===== src/rtl/pdac_pkg.sv =====
package pdac_pkg;
    typedef enum logic [2:0] {
        ST_IDLE   = 3'd0,
        ST_DISCH  = 3'd1,
        ST_PULSE  = 3'd2,
        ST_SETTLE = 3'd3,
        ST_XFER   = 3'd4,
        ST_EVAL   = 3'd5
    } seq_state_e;
endpackage


===== src/rtl/pdac_timer.sv =====
module pdac_timer #(
    parameter int W = 16
) (
    input  logic         clk,
    input  logic         rst_n,
    input  logic         load,
    input  logic [W-1:0] load_val,
    output logic         last
);
    logic [W-1:0] cnt_q;

    always_ff @(posedge clk or negedge rst_n) begin
        if (!rst_n)
            cnt_q <= '0;
        else if (load)
            cnt_q <= load_val;
        else if (cnt_q != '0)
            cnt_q <= cnt_q - 1'b1;
    end

    // A phase of N clocks (zero treated as one) ends when the count reaches one or zero.
    assign last = (cnt_q <= W'(1));
endmodule


===== src/rtl/pdac_ctrl.sv =====
module pdac_ctrl
    import pdac_pkg::*;
#(
    parameter int CH_W  = 3,
    parameter int CNT_W = 16,
    parameter int PW_W  = 16,
    parameter int TW    = 16
) (
    input  logic            clk,
    input  logic            rst_n,
    input  logic            emit_req,
    input  logic            tune_req,
    input  logic [CH_W-1:0] chan_sel,
    input  logic            ramp_neg,
    input  logic            cmp_in,
    input  logic [PW_W-1:0] pulse_width,
    input  logic [CNT_W-1:0] dis_cycles,
    input  logic [CNT_W-1:0] settle_cycles,
    input  logic [CNT_W-1:0] xfer_cycles,
    input  logic            tmr_last,
    output logic            tmr_load,
    output logic [TW-1:0]   tmr_val,
    output logic            busy,
    output logic            discharge_on,
    output logic            chop_to_int,
    output logic            pol_neg,
    output logic            mux_inhibit,
    output logic [CH_W-1:0] mux_addr,
    output logic            done,
    output logic            done_tune,
    output logic            tune_bit
);
    seq_state_e      state_q, state_d;
    logic            tune_q, neg_q, bit_q, done_q, dtune_q;
    logic [CH_W-1:0] chan_q;
    logic            accept;

    assign accept = (state_q == ST_IDLE) && (emit_req || tune_req);

    // Next state and phase timer loading
    always_comb begin
        state_d  = state_q;
        tmr_load = 1'b0;
        tmr_val  = '0;
        unique case (state_q)
            ST_IDLE: begin
                if (emit_req || tune_req) begin
                    state_d  = ST_DISCH;
                    tmr_load = 1'b1;
                    tmr_val  = TW'(dis_cycles);
                end
            end
            ST_DISCH: begin
                if (tmr_last) begin
                    state_d  = ST_PULSE;
                    tmr_load = 1'b1;
                    tmr_val  = TW'(pulse_width);
                end
            end
            ST_PULSE: begin
                if (tmr_last) begin
                    state_d  = ST_SETTLE;
                    tmr_load = 1'b1;
                    tmr_val  = TW'(settle_cycles);
                end
            end
            ST_SETTLE: begin
                if (tmr_last) begin
                    if (tune_q) begin
                        state_d = ST_EVAL;
                    end else begin
                        state_d  = ST_XFER;
                        tmr_load = 1'b1;
                        tmr_val  = TW'(xfer_cycles);
                    end
                end
            end
            ST_XFER: begin
                if (tmr_last)
                    state_d = ST_IDLE;
            end
            ST_EVAL: begin
                state_d = ST_IDLE;
            end
            default: state_d = ST_IDLE;
        endcase
    end

    // State register
    always_ff @(posedge clk or negedge rst_n) begin
        if (!rst_n)
            state_q <= ST_IDLE;
        else
            state_q <= state_d;
    end

    // Cycle context capture and result strobe
    always_ff @(posedge clk or negedge rst_n) begin
        if (!rst_n) begin
            tune_q  <= 1'b0;
            neg_q   <= 1'b0;
            chan_q  <= '0;
            bit_q   <= 1'b0;
            done_q  <= 1'b0;
            dtune_q <= 1'b0;
        end else begin
            if (accept) begin
                tune_q <= tune_req;
                neg_q  <= ramp_neg;
                chan_q <= chan_sel;
            end
            if (state_q == ST_EVAL)
                bit_q <= cmp_in;
            done_q  <= (state_q == ST_EVAL) || ((state_q == ST_XFER) && tmr_last);
            dtune_q <= (state_q == ST_EVAL);
        end
    end

    // Output decode
    always_comb begin
        busy         = (state_q != ST_IDLE);
        discharge_on = (state_q == ST_IDLE) || (state_q == ST_DISCH);
        chop_to_int  = (state_q == ST_PULSE);
        mux_inhibit  = (state_q != ST_XFER);
        pol_neg      = neg_q;
        mux_addr     = chan_q;
        done         = done_q;
        done_tune    = dtune_q;
        tune_bit     = bit_q;
    end
endmodule


===== src/rtl/pulse_dac_seq.sv =====
module pulse_dac_seq #(
    parameter int CH_W  = 3,
    parameter int CNT_W = 16,
    parameter int PW_W  = 16
) (
    input  logic             clk,
    input  logic             rst_n,
    input  logic             emit_req,
    input  logic             tune_req,
    input  logic [CH_W-1:0]  chan_sel,
    input  logic             ramp_neg,
    input  logic             cmp_in,
    input  logic [PW_W-1:0]  pulse_width,
    input  logic [CNT_W-1:0] dis_cycles,
    input  logic [CNT_W-1:0] settle_cycles,
    input  logic [CNT_W-1:0] xfer_cycles,
    output logic             busy,
    output logic             discharge_on,
    output logic             chop_to_int,
    output logic             pol_neg,
    output logic             mux_inhibit,
    output logic [CH_W-1:0]  mux_addr,
    output logic             done,
    output logic             done_tune,
    output logic             tune_bit
);
    localparam int TW = (CNT_W > PW_W) ? CNT_W : PW_W;

    logic          tmr_load, tmr_last;
    logic [TW-1:0] tmr_val;

    pdac_timer #(.W(TW)) u_timer (
        .clk      (clk),
        .rst_n    (rst_n),
        .load     (tmr_load),
        .load_val (tmr_val),
        .last     (tmr_last)
    );

    pdac_ctrl #(.CH_W(CH_W), .CNT_W(CNT_W), .PW_W(PW_W), .TW(TW)) u_ctrl (
        .clk           (clk),
        .rst_n         (rst_n),
        .emit_req      (emit_req),
        .tune_req      (tune_req),
        .chan_sel      (chan_sel),
        .ramp_neg      (ramp_neg),
        .cmp_in        (cmp_in),
        .pulse_width   (pulse_width),
        .dis_cycles    (dis_cycles),
        .settle_cycles (settle_cycles),
        .xfer_cycles   (xfer_cycles),
        .tmr_last      (tmr_last),
        .tmr_load      (tmr_load),
        .tmr_val       (tmr_val),
        .busy          (busy),
        .discharge_on  (discharge_on),
        .chop_to_int   (chop_to_int),
        .pol_neg       (pol_neg),
        .mux_inhibit   (mux_inhibit),
        .mux_addr      (mux_addr),
        .done          (done),
        .done_tune     (done_tune),
        .tune_bit      (tune_bit)
    );
endmodule


===== config.mk =====
export PLATFORM = sky130hd
export DESIGN_NAME = pulse_dac_seq
export DESIGN_NICKNAME = d
export VERILOG_FILES = /design/src/rtl/pdac_pkg.sv /design/src/rtl/pdac_timer.sv /design/src/rtl/pdac_ctrl.sv /design/src/rtl/pulse_dac_seq.sv
export SDC_FILE = /design/constraint.sdc
export NUM_CORES = 1
export LEC_CHECK = 0
export BUFFER_PORTS_ARGS = -buffer_cell sky130_fd_sc_hd__buf_4
export CORE_AREA = 8 8 74 76
export DETAILED_ROUTE_END_ITERATION = 10
export DIE_AREA = 0 0 82 84
export GPL_ROUTABILITY_DRIVEN = 0
export GPL_TIMING_DRIVEN = 0
export MAX_ROUTING_LAYER = met4
export PLACE_DENSITY = 0.77
export SYNTH_ARGS = -nofsm -noshare
export SYNTH_HDL_FRONTEND = slang
export SYNTH_HIERARCHICAL = 1
export SYNTH_SLANG_ARGS = --single-unit

===== constraint.sdc =====
create_clock -name clk -period 4.1 [get_ports clk]
set_clock_uncertainty 0.05 [all_clocks]
set_input_delay 0.205 -clock clk [delete_from_list [all_inputs] [get_ports clk]]
set_output_delay 0.205 -clock clk [all_outputs]
set_load 0.005 [all_outputs]

==> results of run 1 <==
[state kept, by name (all words and copies together), names as in the netlist]
name              flops
u_ctrl/done           1
u_ctrl/done_tune      1
u_ctrl/mux_addr       3
u_ctrl/pol_neg        1
u_ctrl/state_q        3
u_ctrl/tune_bit       1
u_ctrl/tune_q         1
u_timer/cnt_q        16
[metal layers]
| metal | vias to the layer above | track usage | wire (um) |
|---|---|---|---|
| li1 | 1017 | - | - |
| met1 | 990 | 0.2105 | 2561 |
| met2 | 66 | 0.3089 | 3269 |
| met3 | 6 | 0.04526 | 354 |
| met4 | 0 | 0.03834 | 62 |
| met5 | - | - | 0 |
[through the flow]
stage	cell area, um^2	power [mW]
6_report	2769	1.550
5_1_grt	2769	1.675
4_1_cts	2764	1.550
3_5_place_dp	2708	1.388
3_3_place_gp	2708	1.368
2_1_floorplan	2019	1.133
[power by group]
group	switching, mW	internal, mW
logic	0.439	0.461
clock network	0.0866	0.0696
registers	0.117	0.376
[layout make-up]
| cell class | count | area, um^2 | area share |
|---|---|---|---|
| well taps | 52 | 65.06 | 0.02350 |
| clock buffers | 4 | 45.04 | 0.01627 |
| flip-flops and latches | 27 | 675.6 | 0.2440 |
| repair buffers | 84 | 633.1 | 0.2286 |
| inverters | 4 | 15.01 | 0.005422 |
| multi-input cells | 173 | 1242 | 0.4487 |
| plain buffers | 18 | 92.59 | 0.03344 |
[kinds of logic after synthesis]
kind of cell / share of synthesized area
simple gates: 0.2677
xor+xnor: 0.03904
fa+ha+maj: 0.01239
compound gates: 0.2336
mux: 0.05948
flops: 0.3346
buf+inv: 0.05327
[repair_timing]
item                       4_1_cts  5_1_grt
hold endpoints to repair        27        0
resized for setup                1        1
setup endpoints to repair        1        7
hold buffers                     1        0
pin swaps                        0        0
[synthesized netlist by cell type (2+ instances only)]
library cell  number  area (um^2)
dfrtp_1           27        675.7
nor2_1            24        90.09
a22o_1            17        148.9
a221o_1           16        160.2
and3_1            16        100.1
nand2_1           16        60.06
o21ai_0            9        45.04
buf_2              7        35.03
clkbuf_1           6        22.52
nor2b_1            6        37.54
nor3_1             6        30.03
xnor2_1            6        52.55
mux2_1             5        56.30
nor4_1             5        31.28
inv_1              4        15.01
a21oi_1            3        15.01
mux2_2             3        33.78
mux2i_1            3        30.03
or4_1              3        22.52
xor2_1             3        26.28
a211oi_1           2        15.01
buf_4              2        15.01
ha_1               2        25.02
nand4_1            2        12.51
nor3_4             2        32.53
nor3b_1            2        15.01
o31ai_1            2        15.01
or3_1              2        12.51
[path summary, 6_finish.rpt]
kind / slack, ns / endpoint / startpoint / cells after the start
min in group asynchronous: 0.33 / u_timer/cnt_q[10] / rst_n / 2
min reg2reg: 0.45 / u_ctrl/mux_addr[1] / u_ctrl/mux_addr[1] / 1
max in group asynchronous: 3.41 / u_timer/cnt_q[3] / rst_n / 2
max: 0.44 / u_timer/cnt_q[14] / u_timer/cnt_q[4] / 10
min: 0.09 / u_ctrl/mux_addr[1] / chan_sel[1] / 2
max reg2reg: 0.44 / u_timer/cnt_q[14] / u_timer/cnt_q[4] / 10
==> summary.txt, run 1 <==
Run status
  – Status: finished clean

Die
  – Die W: between 80 and 90 um
  – Die footprint: 6888 um^2
  – Core area: roughly 4300 um^2
  – Die Height: between 80 and 90 um
  – Initial Util: 0.4736
  – I/O pin cnt: 84
  – FP Rows: 24

Clocking
  – Sink Count: 27
  – CTS tree: done
  – Clock buffer depth: 2
  – Clk pin slew, worst setup/hold paths: 0.10 ns
  – CTS Root Cell: clkbuf_8
  – Postcts setup bufs: 0
  – Latest clock arrival within the worst-skew pair: 0.27 ns
  – CTS H-tree lvls: 1
  – CTS Buf Count: 3

Logic synthesis
  – Post-synth top flop: dfrtp_1
  – Register area share after synthesis: 0.3346
  – Synth unique cells: 49
  – Post-Syn Area: just over 2000 um^2
  – Post-Synthesis Net Count: 297
  – Seq cells post-synth: 27
  – Cell count after synthesis: 222
  – Post-synth ARST share: 1.000
  – Post-synth EDFFs: 0
  – Mean Syn Cell Area: around 9 um^2
  – Yosys warns: 6

Setup path
  – Worst path bufs/invs: 3
  – Slowest cell on crit path: a2111oi_2
  – Critical path cell sequence: nor4_1, nand4_1, nor2_1, nand2_1, a2111oi_2, clkbuf_1, inv_1, clkbuf_1, mux2i_1, nor2_1
  – Crit Path Class: reg -> reg
  – Crit end category: flop
  – WP data required: 4.19 ns
  – Largest stage delay, worst path: 0.63 ns
  – CP startpoint kind: flop
  – Crit path DAT: around 3.8 ns
  – Top delay family on crit path: simple AND/OR/NAND/NOR gates
  – Critical Path Fanout Max: 10

Drt
  – Via density: roughly 5.7
  – Routed WL per cell: 17.26 um
  – Post-DRT Antenna Nets: 0
  – DRC: 0
  – Total Routed Length: 6248 um
  – Drt pass-1 iters: 4
  – Initial DRC count: slightly below 90
  – Via count: 2079

Placed design
  – DP Worst Slack: approximately 0.042 ns
  – Inst Count DP: between 300 and 400
  – Port Buffers: 83
  – DP Wirelength: between 5000 and 6000 um

Final layout
  – Nets: a little under 400
  – Filler cell count: 375
  – Most common cell after layout, fill and taps aside: buf_4
  – Final Util: 0.6494
  – Ant. Diodes: 0
  – Fraction of layout cells with a size suffix above 1: 0.3548
  – Commonest cells after routing, fill and taps aside: 85 x buf_4, 27 x dfrtp_1, 24 x nor2_1, 17 x a22o_1
  – Area delta synth->final: 37.11%
  – Post-route insts no fill: ~360

Global route
  – Overflow after GRT: 0
  – Largest net degree at the start of global routing: 28
  – Initial antenna violation count: 0
  – Vias in the first global route: 2167
  – Tot GR Track Use: 0.1831
  – First-pass GRT wire length: about 10000 um

STA
  – Worst setup margin: approximately 0.44 ns
  – Final setup fails: 0
  – Unrepaired setup endpoints after global routing: no
  – Max Freq: about 0.27 GHz
  – Hold_ws: roughly 0.092 ns
  – Max_slew headroom: 0.6054
  – Least-Margin Pin Slew: 0.5875 ns
  – Pins Over Slew Limit: 0
  – Hold Fails Final Rpt: 0
  – Final setup TNS: 0 ns
  – Final period utilization: 0.8938
  – Final Critical Period: between 3 and 4 ns

Worst hold path
  – Hold WC Path Type: in -> reg

Pwr
  – Leak: 1.349 nW
  – Cell Pwr Density: between 500 and 600 nW/um^2
  – Peak VDD IR: between 0.0002 and 0.0003 V

Job
  – Max Cap Viol: 0
No activity file was read; power rests on OpenSTA's default activity.
==> inputs of run 2 (changes only) <==
- BUFFER_PORTS_ARGS: -buffer_cell sky130_fd_sc_hd__buf_4 -> not set
- CORE_AREA: 8 8 74 76 -> 8 8 69 71
- DIE_AREA: 0 0 82 84 -> 0 0 77 79
- DONT_BUFFER_PORTS: not set -> 1
- PLACE_DENSITY: 0.77 -> 0.62
- SYNTH_HIERARCHICAL: 1 -> not set
==> summary.txt, run 2 <==
Die
  – Die Height: 79 um
  – Initial Util: 0.4727
  – I/O pin cnt: 84
  – Die W: 77 um
  – Die footprint: between 6000 and 7000 um^2
  – FP Rows: 23
  – Core area: roughly 3800 um^2

Logic synthesis
  – Register area share after synthesis: 0.3763
  – Yosys warns: 0
  – Commonest cells in the netlist: 34 x nand2_1, 27 x dfrtp_1, 15 x a21oi_1
  – Synth area leaders: dfrtp_1 38%, nand2_1 7.1%, a22oi_1 5.0%
  – Mean Syn Cell Area: around 8.6 um^2
  – Post-synth top flop: dfrtp_1
  – Post-synth EDFFs: 0
  – Seq cells post-synth: 27
  – Post-synth ARST share: 1.000
  – Synth unique cells: between 40 and 50
  – Post-Syn Area: 1795 um^2
  – Most frequent cell after synthesis: nand2_1
  – Share of the synthesized area in the top cell type: 0.3763
  – Cell count after synthesis: 208
  – Post-Synthesis Net Count: ~280
  – Area leader, netlist: dfrtp_1

Final layout
  – Ant. Diodes: 0
  – Fraction of layout cells with a size suffix above 1: 0.07623
  – Most common cell after layout, fill and taps aside: nand2_1
  – Post-route insts no fill: roughly 270
  – Number of flip-flops in the largest register: 16
  – Register bank with the most flops: u_timer.cnt_q
  – Commonest cells after routing, fill and taps aside: 34 x nand2_1, 27 x dfrtp_1, 15 x a21oi_1, 12 x a22oi_1
  – Nets: about 300
  – Area delta synth->final: 13.31%

Drt
  – Post-DRT Antenna Nets: 0
  – Total Routed Length: 5693 um
  – Routed WL per cell: approximately 21 um
  – Via count: between 1500 and 2000
  – Initial DRC count: 90
  – Drt pass-1 iters: 4
  – DRC: 0
  – Via density: 6.132

Clocking
  – Latest clock arrival within the worst-skew pair: 0.28 ns
  – CTS tree: done
  – Sink Count: 27
  – CTS H-tree lvls: 1
  – Clk pin slew, worst setup/hold paths: between 0.1 and 0.15 ns
  – Clock buffer depth: 2
  – CTS hold repair buffers: 9
  – CTS Buf Count: 3
  – CTS Root Cell: clkbuf_8
  – Resized Gates After CTS: 0
  – Postcts setup bufs: 0

Setup path
  – Top delay family on crit path: simple AND/OR/NAND/NOR gates
  – Slowest cell on crit path: nor4bb_1
  – Critical path cell sequence: clkbuf_1, nor4bb_1, clkbuf_1, a21oi_1, o221ai_1
  – Crit Path Class: reg -> reg
  – Crit end category: flop
  – Critical Path Fanout Max: 10
  – Crit-path most repeated cell: clkbuf_1
  – Worst path bufs/invs: 2
  – Crit path DAT: roughly 2.8 ns
  – WP data required: ~4.2 ns
  – CP startpoint kind: flop
  – Largest stage delay, worst path: approximately 0.89 ns
  – Critical R2R Launch: u_ctrl.state_q[1]
  – CP startpoint: u_ctrl.state_q[1]

Global route
  – Vias in the first global route: between 1500 and 2000
  – Gr busiest metal: met2
  – Tot GR Track Use: 0.1905
  – Global-route track usage on met2: 0.3288
  – Largest net degree at the start of global routing: 28
  – Met1 Resource Use GR: 0.2192
  – M3 GR Usage: 0.04289
  – Initial antenna violation count: 0
  – First-pass GRT wire length: around 9100 um
  – Overflow after GRT: 0

STA
  – Final Critical Period: around 2.7 ns
  – Max Freq: between 0.3 and 0.4 GHz
  – Max_slew headroom: 0.2827
  – Final period utilization: 0.6513
  – Least-Margin Pin Slew: around 1.1 ns
  – Hold Fails Final Rpt: 2
  – Hold_ws: -0.003883 ns
  – Unrepaired setup endpoints after global routing: no
  – Final setup TNS: 0 ns
  – Pins Over Slew Limit: 0
  – Worst setup margin: around 1.4 ns
  – Final setup fails: 0

Job
  – Max Cap Viol: 0

Placed design
  – DP Wirelength: 4347 um
  – Port Buffers: 0
  – DP Worst Slack: 1.439 ns
  – Inst Count DP: between 200 and 300

Worst hold path
  – Min-delay src: dis_cycles[12]
  – Hold WC Path Type: in -> reg

Pwr
  – Cell Pwr Density: about 220 nW/um^2
  – Leak: 0.7763 nW
  – Peak VDD IR: just over 0.0001 V
  – Overall Power: 0.4552 mW

Run status
  – Status: complete, but fails checks
  – Failing checks: negative hold slack
run 2: cell count changes in the layout (fill, tap and decap cells not counted), moves of 12 or more:
cell / before / now
a221o_1: 16 / 1
buf_4: 85 / 0
and3_1: 16 / 0
a21oi_1: 3 / 15
a22oi_1: 0 / 12
nor2_1: 24 / 10
nand2_1: 16 / 34
run 2: cell families (layout without fill, tap and decap cells):
group / count (synthesis) / count (layout) / synth area share
mux: 2 / 2 / 0.01254
xor+xnor: 15 / 15 / 0.07317
buf+inv: 19 / 34 / 0.04530
flops: 27 / 27 / 0.3763
compound gates: 62 / 62 / 0.2474
fa+ha+maj: 2 / 2 / 0.01394
simple gates: 81 / 81 / 0.2314
run 2: worst paths after layout:
check	end	slack [ns]	depth (start not counted)
setup reg to reg	u_timer.cnt_q[3]	1.43	5
hold reg to reg	u_ctrl.mux_addr[0]	0.48	2
min in group asynchronous	u_timer.cnt_q[2]	0.30	2
setup / recovery	u_timer.cnt_q[3]	1.43	5
max in group asynchronous	u_timer.cnt_q[7]	3.54	2
hold / removal	u_timer.cnt_q[12]	-0.004	2
run 2: power by group:
group	leakage, nW	internal [mW]	total [mW]	switching [mW]
Clock	0.0255	0.0684	0.160	0.0919
Sequential	0.310	0.266	0.266	0
Combinational	0.441	0.0157	0.0288	0.0131
Total	0.776	0.350	0.455	0.105
run 2: per-layer routing:
layer / vias up / wire, um
met5: - / 0
met4: 0 / 40
met3: 4 / 315
met2: 59 / 2950
met1: 817 / 2386
li1: 794 / -
run 2: through the flow:
step	instance area, um^2	util
after floorplan	1795	-
after global placement	1858	0.4891
after detailed placement	1863	0.4904
after CTS	2009	0.5290
after global routing	2034	0.5356
final	2034	0.5356
run 2: final cells by class:
class,instances,area (um^2)
inverter,7,26.28
tap,50,62.56
timing repair buffer,11,120.1
multi-input combinational,162,1049
clock inverter,1,5.005
buffer,12,55.05
fill,372,1764
sequential,27,675.6
clock buffer,3,41.29
==> inputs of run 3 (changes only) <==
- ABC_AREA: not set -> 1
- CORE_AREA: 8 8 69 71 -> 8 8 75 77
- DIE_AREA: 0 0 77 79 -> 0 0 83 85
- PLACE_DENSITY: 0.62 -> 0.64
- clock period: 4.1 -> 2.2 ns (I/O delays scaled with it)
==> summary.txt, run 3 <==
Logic synthesis
  – Cell count after synthesis: 344
  – Share of the synthesized area in the top cell type: 0.3136
  – Post-synth EDFFs: 0
  – Yosys warns: 0
  – Seq cells post-synth: 27
  – Post-synth ARST share: 1.000
  – Synth unique cells: 28
  – Post-Synthesis Net Count: around 420
  – Mean Syn Cell Area: 6.263 um^2
  – Area leader, netlist: dfrtp_1
  – Post-Syn Area: ~2200 um^2
  – Commonest cells in the netlist: 126 x nand2_1, 47 x nand3_1, 37 x nor2_1
  – Most frequent cell after synthesis: nand2_1
  – Synth area leaders: dfrtp_1 31%, nand2_1 22%, nand3_1 11%
  – Post-synth top flop: dfrtp_1
  – Register area share after synthesis: 0.3136

Global route
  – Vias in the first global route: 2370
  – First-pass GRT wire length: 11030 um
  – Tot GR Track Use: 0.1915
  – Initial antenna violation count: 0
  – Overflow after GRT: 0
  – Largest net degree at the start of global routing: 28

Final layout
  – Area delta synth->final: 11.73%
  – Fraction of layout cells with a size suffix above 1: 0.09695
  – Final Cell Area: roughly 2400 um^2
  – Ant. Diodes: 0
  – Register bank with the most flops: u_timer.cnt_q
  – Post-route insts no fill: between 400 and 500
  – Most common cell after layout, fill and taps aside: nand2_1
  – Number of flip-flops in the largest register: 16
  – Commonest cells after routing, fill and taps aside: 126 x nand2_1, 47 x nand3_1, 37 x nor2_1, 27 x dfrtp_1, 25 x inv_1
  – Nets: approximately 440

Pwr
  – Combinational power share: 0.617
  – Internal power: roughly 1.6 mW
  – Leak: roughly 1.2 nW
  – Switch Pwr: around 1.7 mW
  – Cell Pwr Density: 1334 nW/um^2
  – Net Sw Frac: 0.5150
  – Sequential share of power: 0.291
  – Peak VDD IR: 0.0006379 V
  – Clk pwr share: 0.091

Drt
  – Post-DRT Antenna Nets: 0
  – Drt pass-1 iters: 5
  – Total Routed Length: around 6700 um
  – Routed WL per cell: approximately 16 um
  – Via density: between 5 and 6
  – Initial DRC count: around 150
  – Via count: roughly 2300
  – DRC: 0

Worst hold path
  – Min-delay src: dis_cycles[11]
  – Hold WC Path Type: in -> reg

Setup path
  – Critical path cell sequence: inv_1, ha_1, nand2_1, nor2_2, nand3_1, nor2_1, nor2_1, nand2_1, nand2_1
  – Crit path capture: u_timer.cnt_q[12]
  – Crit Path Class: reg -> reg
  – CP startpoint kind: flop
  – Slowest cell on crit path: dfrtp_1
  – Reg2reg setup slack: 0.20 ns
  – Crit path DAT: around 2.1 ns
  – Largest stage delay, worst path: 0.42 ns
  – Crit-path most repeated cell: nand2_1
  – Crit end category: flop
  – WP data required: 2.31 ns
  – Critical Path Fanout Max: 6
  – CP startpoint: u_timer.cnt_q[0]
  – FF-to-FF path depth: 9
  – Worst R2R End: u_timer.cnt_q[12]
  – Critical R2R Launch: u_timer.cnt_q[0]

Clocking
  – Postcts setup bufs: 0
  – CTS Root Cell: clkbuf_8
  – Clock buffer depth: 2
  – Clk pin slew, worst setup/hold paths: approximately 0.1 ns
  – CTS Buf Count: 3
  – Sink Count: 27
  – CTS tree: done
  – Latest clock arrival within the worst-skew pair: between 0.2 and 0.3 ns
  – CTS H-tree lvls: 1

STA
  – Final period utilization: 0.9104
  – Unrepaired setup endpoints after global routing: no
  – Hold Fails Final Rpt: 0
  – Pins Over Slew Limit: 0
  – Max Freq: 0.4993 GHz
  – Hold_ws: 0.01170 ns
  – Least-Margin Pin Slew: 0.4913 ns
  – Final setup TNS: 0 ns
  – Worst setup margin: between 0.15 and 0.2 ns
  – Final Critical Period: about 2 ns
  – Final setup fails: 0
  – Max_slew headroom: 0.6690

Die
  – I/O pin cnt: 84
  – Initial Util: 0.4750
  – Core area: 4536 um^2
  – Die W: approximately 83 um
  – FP Rows: 25
  – Die Height: between 80 and 90 um
  – Die footprint: 7055 um^2

Placed design
  – DP Worst Slack: about 0.28 ns
  – DP Wirelength: 5335 um
  – Inst Count DP: roughly 400
  – Post-DP Area: ~2200 um^2
  – Port Buffers: 0

Run status
  – Status: finished clean

Job
  – Max Cap Viol: 0
run 3: per-layer routing:
layer	global-route usage	wire (um)	share of wire
met1	0.2521	3192	0.48
met2	0.3055	3119	0.46
met3	0.01341	331	0.049
met4	0.05911	69	0.010
met5	-	0	0
run 3: kinds of logic after synthesis:
logic type	count (synthesis)	share of synthesized area
adder cells (fa/ha/maj)	2	0.01161
AO/OA/AOI/OAI	38	0.1080
buffers and inverters	42	0.08652
XOR/XNOR	7	0.02846
flip-flops	27	0.3136
AND/OR/NAND/NOR	228	0.4518
run 3: power groups by stage:
| stage | sequential (mW) | clock, mW | combinational [mW] |
|---|---|---|---|
| after detailed placement | 0.948 | 0 | 1.93 |
| after floorplan | 0.893 | 0 | 1.54 |
| after CTS | 0.937 | 0.296 | 1.97 |
| after global routing | 0.972 | 0.316 | 2.26 |
| final | 0.936 | 0.294 | 1.98 |
| after global placement | 0.940 | 0 | 1.90 |
run 3: what timing repair did:
| action | CTS | global route |
|---|---|---|
| endpoints found under the hold margin | 38 | 0 |
| hold buffers | 13 | 0 |
| gates resized for setup | 0 | 0 |
run 3: area by class of cell:
type / instances / area (um^2)
Fill cell: 460 / 2128
Multi-Input combinational cell: 275 / 1292
Tap cell: 54 / 67.56
Timing Repair Buffer: 13 / 140.1
Inverter: 32 / 120.1
Clock buffer: 4 / 45.04
Sequential cell: 27 / 675.6
Buffer: 10 / 66.31
run 3: metrics by stage:
stage,power (mW),utilization
3_3_place_gp,2.838,0.4899
6_report,3.212,0.5308
5_1_grt,3.550,0.5308
3_5_place_dp,2.876,0.4899
4_1_cts,3.204,0.5308
2_1_floorplan,2.432,-
run 3: critical path: cells and delay by family, from the launching register on:
family | cells | cell delay (ns)
flip-flops | 1 | 0.42
adder cells (fa/ha/maj) | 1 | 0.25
AND/OR/NAND/NOR | 7 | 1.07
buffers and inverters | 1 | 0.09
run 3: worst min-delay path by stage:
stage	to	slack, ns	cells after the start
2_1_floorplan	u_ctrl.done	-0.24	0
3_3_place_gp	u_ctrl.state_q[2]	-0.23	0
3_5_place_dp	u_ctrl.state_q[2]	-0.23	0
4_1_cts	u_timer.cnt_q[11]	0.01	3
5_1_grt	u_timer.cnt_q[11]	0.03	3
6_report	u_timer.cnt_q[11]	0.01	3
